### config.mk
export PLATFORM = sky130hd
export DESIGN_NAME = padattr_regfile
export DESIGN_NICKNAME = d
export VERILOG_FILES = /design/src/rtl/padattr_pkg.sv /design/src/rtl/padattr_decode.sv /design/src/rtl/padattr_lock.sv /design/src/rtl/padattr_slot.sv /design/src/rtl/padattr_rdmux.sv /design/src/rtl/padattr_regfile.sv
export SDC_FILE = /design/constraint.sdc
export NUM_CORES = 1
export LEC_CHECK = 0
export BUFFER_PORTS_ARGS = -buffer_cell sky130_fd_sc_hd__buf_4
export CORE_ASPECT_RATIO = 0.8
export CORE_MARGIN = 5
export CORE_UTILIZATION = 50
export CTS_CLUSTER_SIZE = 30
export DETAILED_ROUTE_END_ITERATION = 8
export GPL_ROUTABILITY_DRIVEN = 0
export PLACE_DENSITY = 0.78
export SYNTH_ARGS = -nofsm -noshare
export SYNTH_HDL_FRONTEND = slang
export SYNTH_SLANG_ARGS = --single-unit
export TNS_END_PERCENT = 1
### constraint.sdc
create_clock -name clk_i -period 2.25 [get_ports clk_i]
set_input_delay 0.225 -clock clk_i [delete_from_list [all_inputs] [get_ports clk_i]]
set_output_delay 0.225 -clock clk_i [all_outputs]
set_load 0.02 [all_outputs]
### src/rtl/padattr_pkg.sv
package padattr_pkg;
  // Attribute word field positions
  localparam int ATTR_BITS   = 13;
  localparam int F_INVERT    = 0;
  localparam int F_VIRT_OD   = 1;
  localparam int F_PULL_EN   = 2;
  localparam int F_PULL_UP   = 3;
  localparam int F_KEEPER    = 4;
  localparam int F_SCHMITT   = 5;
  localparam int F_OPEN_DRN  = 6;
  localparam int F_SLEW_LSB  = 7;
  localparam int F_DRIVE_LSB = 9;

  // Bits that stay writable regardless of technology masks
  localparam logic [ATTR_BITS-1:0] ALWAYS_RW =
    ATTR_BITS'((1 << F_INVERT) | (1 << F_VIRT_OD));
endpackage

### src/rtl/padattr_decode.sv
module padattr_decode #(
  parameter int ADDR_W   = 8,
  parameter int NUM_PADS = 20
) (
  input  logic [ADDR_W-1:0]   addr_i,
  output logic                hit_lock_o,
  output logic [NUM_PADS-1:0] sel_o
);
  localparam int WORD_W = ADDR_W - 2;

  logic              aligned;
  logic [WORD_W-1:0] word;

  assign aligned    = (addr_i[1:0] == 2'b00);
  assign word       = addr_i[ADDR_W-1:2];
  assign hit_lock_o = aligned && (word == '0);

  for (genvar i = 0; i < NUM_PADS; i++) begin : g_sel
    assign sel_o[i] = aligned && (word == WORD_W'(i + 1));
  end
endmodule

### src/rtl/padattr_lock.sv
module padattr_lock (
  input  logic clk_i,
  input  logic rst_i,
  input  logic wr_i,
  input  logic wbit_i,
  output logic locked_o
);
  always_ff @(posedge clk_i) begin
    if (rst_i)                 locked_o <= 1'b0;
    else if (wr_i && !wbit_i)  locked_o <= 1'b1;
  end

  // one-way: nothing but reset clears it
  assert_lock_sticky_R8: assert property (@(posedge clk_i) disable iff (rst_i)
    locked_o |=> locked_o);
endmodule

### src/rtl/padattr_slot.sv
module padattr_slot #(
  parameter int                ATTR_W = 13,
  parameter logic [ATTR_W-1:0] LEGAL  = '1
) (
  input  logic              clk_i,
  input  logic              rst_i,
  input  logic              wr_en_i,
  input  logic              locked_i,
  input  logic [ATTR_W-1:0] wdata_i,
  output logic [ATTR_W-1:0] q_o
);
  always_ff @(posedge clk_i) begin
    if (rst_i)        q_o <= '0;
    else if (wr_en_i) q_o <= wdata_i & LEGAL;
  end

  assert_legal_bits_R6: assert property (@(posedge clk_i) disable iff (rst_i)
    (q_o & ~LEGAL) == '0);

  assert_locked_hold_R7: assert property (@(posedge clk_i) disable iff (rst_i)
    locked_i |=> $stable(q_o));
endmodule

### src/rtl/padattr_rdmux.sv
module padattr_rdmux #(
  parameter int ATTR_W   = 13,
  parameter int DATA_W   = 32,
  parameter int NUM_PADS = 20
) (
  input  logic                             clk_i,
  input  logic                             rst_i,
  input  logic                             hit_lock_i,
  input  logic                             locked_i,
  input  logic [NUM_PADS-1:0]              sel_i,
  input  logic [NUM_PADS-1:0][ATTR_W-1:0]  attr_i,
  output logic [DATA_W-1:0]                rdata_o
);
  logic [DATA_W-1:0] rd_next;
  logic              any_hit;

  assign any_hit = hit_lock_i || (|sel_i);

  always_comb begin
    rd_next = '0;
    if (hit_lock_i) rd_next[0] = ~locked_i;
    for (int i = 0; i < NUM_PADS; i++) begin
      if (sel_i[i]) rd_next = rd_next | DATA_W'(attr_i[i]);
    end
  end

  always_ff @(posedge clk_i) begin
    if (rst_i) rdata_o <= '0;
    else       rdata_o <= rd_next;
  end

  assert_unmapped_zero_R4: assert property (@(posedge clk_i) disable iff (rst_i)
    !any_hit |=> (rdata_o == '0));

  assert_upper_zero_R10: assert property (@(posedge clk_i) disable iff (rst_i)
    rdata_o[DATA_W-1:ATTR_W] == '0);
endmodule

### src/rtl/padattr_regfile.sv
module padattr_regfile #(
  parameter int ADDR_W  = 8,
  parameter int DATA_W  = 32,
  parameter int ATTR_W  = padattr_pkg::ATTR_BITS,
  parameter int NUM_MUX = 4,
  parameter int NUM_DED = 16,
  parameter logic [ATTR_W-1:0] MUX_LEGAL = 13'h1FFF,
  parameter logic [ATTR_W-1:0] DED_LEGAL = 13'h07FC
) (
  input  logic                             clk_i,
  input  logic                             rst_i,
  input  logic [ADDR_W-1:0]                cfg_addr_i,
  input  logic                             cfg_we_i,
  input  logic [DATA_W-1:0]                cfg_wdata_i,
  output logic [DATA_W-1:0]                cfg_rdata_o,
  output logic [NUM_MUX-1:0][ATTR_W-1:0]   mux_attr_o,
  output logic [NUM_DED-1:0][ATTR_W-1:0]   ded_attr_o
);
  localparam int NUM_PADS = NUM_MUX + NUM_DED;
  localparam logic [ATTR_W-1:0] FIXED_RW = padattr_pkg::ALWAYS_RW;

  logic                            hit_lock;
  logic [NUM_PADS-1:0]             sel;
  logic                            locked;
  logic [NUM_PADS-1:0][ATTR_W-1:0] slot_q;
  logic                            unused_wdata_hi;

  assign unused_wdata_hi = ^cfg_wdata_i[DATA_W-1:ATTR_W];

  padattr_decode #(.ADDR_W(ADDR_W), .NUM_PADS(NUM_PADS)) u_decode (
    .addr_i     (cfg_addr_i),
    .hit_lock_o (hit_lock),
    .sel_o      (sel)
  );

  padattr_lock u_lock (
    .clk_i    (clk_i),
    .rst_i    (rst_i),
    .wr_i     (cfg_we_i && hit_lock),
    .wbit_i   (cfg_wdata_i[0]),
    .locked_o (locked)
  );

  for (genvar i = 0; i < NUM_PADS; i++) begin : g_slot
    localparam logic [ATTR_W-1:0] SLOT_MASK =
      ((i < NUM_MUX) ? MUX_LEGAL : DED_LEGAL) | FIXED_RW;
    padattr_slot #(.ATTR_W(ATTR_W), .LEGAL(SLOT_MASK)) u_slot (
      .clk_i    (clk_i),
      .rst_i    (rst_i),
      .wr_en_i  (cfg_we_i && sel[i] && !locked),
      .locked_i (locked),
      .wdata_i  (cfg_wdata_i[ATTR_W-1:0]),
      .q_o      (slot_q[i])
    );
  end

  for (genvar m = 0; m < NUM_MUX; m++) begin : g_mux_out
    assign mux_attr_o[m] = slot_q[m];
  end
  for (genvar d = 0; d < NUM_DED; d++) begin : g_ded_out
    assign ded_attr_o[d] = slot_q[NUM_MUX + d];
  end

  padattr_rdmux #(.ATTR_W(ATTR_W), .DATA_W(DATA_W), .NUM_PADS(NUM_PADS)) u_rdmux (
    .clk_i      (clk_i),
    .rst_i      (rst_i),
    .hit_lock_i (hit_lock),
    .locked_i   (locked),
    .sel_i      (sel),
    .attr_i     (slot_q),
    .rdata_o    (cfg_rdata_o)
  );

  assert_decode_onehot_R2: assert property (@(posedge clk_i) disable iff (rst_i)
    $onehot0({sel, hit_lock}));

  assert_fixed_bits_R5: assert property (@(posedge clk_i) disable iff (rst_i)
    (cfg_we_i && sel[0] && !locked) |=> (mux_attr_o[0][1:0] == $past(cfg_wdata_i[1:0])));
endmodule

==> results.toml <==
[global_route]
globalRoute.totalOverflow = 0
grt_pass1_wl_um = 64200
antenna_found_initial = 1
grt_use_total_pct = 32.9
grt_max_degree = 77
grt_pass1_vias = 10300

[cells_and_area]
drive_above_1_share_pct = 27.1
antenna_cells = 0
nFillCells = 1795
nNetsFinal = 1578
layout.cells.non_filler = 1852
syn_to_final_growth_pct = 26.7

[synthesis]
yosys.area.top_type = "dfxtp_1"
synth.avg_cell_area_um2 = 8.46
synth_warnings = 0
synthCells = 1308
yosysTopAreaCellShare_pct = 43.8
synth-edff-count = 0
synth-seq-cells = 242
synthTopCellsByArea = "dfxtp_1 (44%), nand2_1 (8.8%), mux2i_1 (8.0%)"
yosysSeqAreaShare_pct = 43.8
async_flop_share_pct = 0
synth.distinct_cells = 53
synth_ff_type = "dfxtp_1"
syn-cell-area_mm2 = 0.0111

[critical_path]
path_class = "reg2reg"
slowest_delay_ns = 0.41
cp.required_ns = 2.61
end_kind = "register"
path_cells = "mux2_2 > a22oi_1 > nor2_1 > a2111oi_0 > buf_4 > a31oi_1"
cp_slowest_cell = "a2111oi_0"
start_kind = "register"
crit_fanout = 3
crit_arrival_ns = 2.15

[timing]
hold_viol_final = 0
setup_violations = 0
timing.hold.ws_ns = 0.0358
fmax_ghz = 0.557
rsz0062_at_grt = "no"
slew_violations = 0
fin_worst_skew_ns = 0.00998
period_minus_slack_ns = 1.80
fin_tns_setup_ns = 0
min_period_over_period_pct = 79.8
max_slew_margin_pct = 52.7
tightest_slew_ns = 0.710

[detailed_routing]
viasPerCell = 6.03
wl_um = 44200
ant_nets = 0
drc = 0
num_vias = 11200
drt-pass1-iter-count = 6
wl_per_cell_um = 23.9
drt-initial-drc-count = 1731

[clocking]
htreeDepth = 1
clock-sinks = 242
cts_buffers = 25
cts-root-buf = "clkbuf_16"
clk_latency_ns = 0.53
cts_buffer_depth = 3
cts_tree = "built"
cts_setup_buffers = 0
clk_pin_slew_ns = 0.06

[placement]
dpl.hpwl_um = 31600
dp_cells = 1806
port_buffers = 264

[floorplanning]
num_rows = 48
chipHeight_um = 143
initial_core_util_pct = 51.1
core_area_mm2 = 0.0217
fp.dieArea_mm2 = 0.0252
io_pins = 335
die_w_um = 176

[worst_hold_path]
hp-class = "in2reg"

[power_and_ir_drop]
peakVddDrop_uv = 441
power_density_mw_per_mm2 = 653
p_leak_nw = 6.03

[job]
drv_cap = 0

[run_status]
status = "finished, final reports clean"
[registers in the layout, indices dropped and copies added, names as in the netlist]
name / count
u_lock.locked_o: 1
g_slot.u_slot.q_o: 228
u_rdmux.rdata_o: 13
[synth_stat cells, drive strengths merged (3+ instances only)]
| library cell | n |
|---|---|
| nand2 | 262 |
| dfxtp | 242 |
| a21oi | 163 |
| buf | 127 |
| nor2 | 103 |
| mux2i | 89 |
| nand3 | 88 |
| clkbuf | 49 |
| a22oi | 33 |
| mux2 | 27 |
| and3 | 11 |
| a31oi | 10 |
| and2 | 10 |
| mux4 | 9 |
| o21ai | 9 |
| o22ai | 8 |
| a221oi | 7 |
| nor4b | 7 |
| a22o | 6 |
| a41oi | 5 |
| nor3b | 5 |
| a2111oi | 3 |
| a222oi | 3 |
| a32o | 3 |
| nor2b | 3 |
| nor3 | 3 |
[where the power goes]
part / total (W) / internal, W / switching [W] / leakage (nW)
combinational: 0.000578 / 0.000141 / 0.000438 / 3.67
clock: 0.00429 / 0.00254 / 0.00175 / 0.416
sequential: 0.00429 / 0.00429 / 0.00000545 / 1.95
total: 0.00916 / 0.00697 / 0.00219 / 6.03
[stage by stage]
step / util, % / total power (W) / setup slack (ns) / area (um2)
5_1_grt: 64.7 / 0.00935 / 0.342 / 14000
3_3_place_gp: 60.7 / 0.00494 / 0.105 / 13200
3_5_place_dp: 60.7 / 0.00494 / 0.0559 / 13200
2_1_floorplan: - / 0.00480 / 0.574 / 11300
4_1_cts: 64.7 / 0.00913 / 0.500 / 14000
6_report: 64.7 / 0.00916 / 0.455 / 14000
[critical path: cells and delay by family (launching register included)]
kind                   cells  cell delay [ns]
AND/OR/NAND/NOR            1             0.11
multiplexers               1             0.29
flip-flops                 1             0.33
AO/OA/AOI/OAI              3             0.71
buffers and inverters      1             0.18
[layout by cell type, fill, tap and decap left out, types with 3 or more instances in the layout]
cell        count
clkbuf_8        5
nand3_1        84
o21ai_0         9
nor2_1        103
and2_1          9
nand2_1       261
nor3b_1         5
mux2_2         27
nor3_1          3
a32o_1          3
buf_4         316
a2111oi_0       3
o22ai_1         8
mux4_2          9
buf_12          7
a31oi_1        10
a222oi_1        3
a21oi_1       162
conb_1         51
bufinv_16       3
a41oi_1         5
nand3_2         3
clkinv_2        6
clkinvlp_4      3
dfxtp_1       242
and3_1         10
a22oi_1        33
nor4b_2         4
a22o_1          6
clkbuf_16      25
mux2i_1        89
a221oi_1        7
[worst paths after layout]
| check | startpoint | to | slack (ns) | cells after the start |
|---|---|---|---|---|
| setup / recovery | g_slot[13].u_slot.q_o[3]$_SDFFE_PP0P_ | u_rdmux.rdata_o[3]$_SDFF_PP0_ | 0.45 | 6 |
| hold / removal | cfg_we_i | u_lock.locked_o$_SDFFE_PP0P_ | 0.04 | 3 |
| setup reg to reg | g_slot[13].u_slot.q_o[3]$_SDFFE_PP0P_ | u_rdmux.rdata_o[3]$_SDFF_PP0_ | 0.45 | 6 |
| hold reg to reg | g_slot[13].u_slot.q_o[2]$_SDFFE_PP0P_ | g_slot[13].u_slot.q_o[2]$_SDFFE_PP0P_ | 0.47 | 2 |
[layout make-up]
type | instances | area (um2) | share of cell area (%)
multi-input cells | 938 | 5410 | 38.6
well taps | 300 | 375 | 2.67
flip-flops and latches | 242 | 4840 | 34.5
clock buffers | 31 | 698 | 4.98
inverters | 2 | 7.51 | 0.0535
clock inverters | 13 | 151 | 1.08
repair buffers | 326 | 2540 | 18.1
[per-layer routing]
metal | up-vias | global-route usage, % | wire [um]
met1 | 5224 | 44.9 | 16500
met2 | 917 | 49.2 | 19000
li1 | 4864 | - | -
met4 | 2 | 11.3 | 1690
met5 | - | 0 | 20
met3 | 157 | 11.1 | 6960
[logic make-up after synthesis]
kind of cell	synth area share, %
and+or+nand+nor	20.4
AOI/OAI and AO/OA	14.0
DFF	43.8
buffers and inverters	9.24
muxes	12.6
other	0.0339
[what timing repair did]
action	CTS	global route
hold endpoints to repair	8	0
gates resized for setup	0	0
hold buffers	2	0
(Power assumes the default switching activity.)
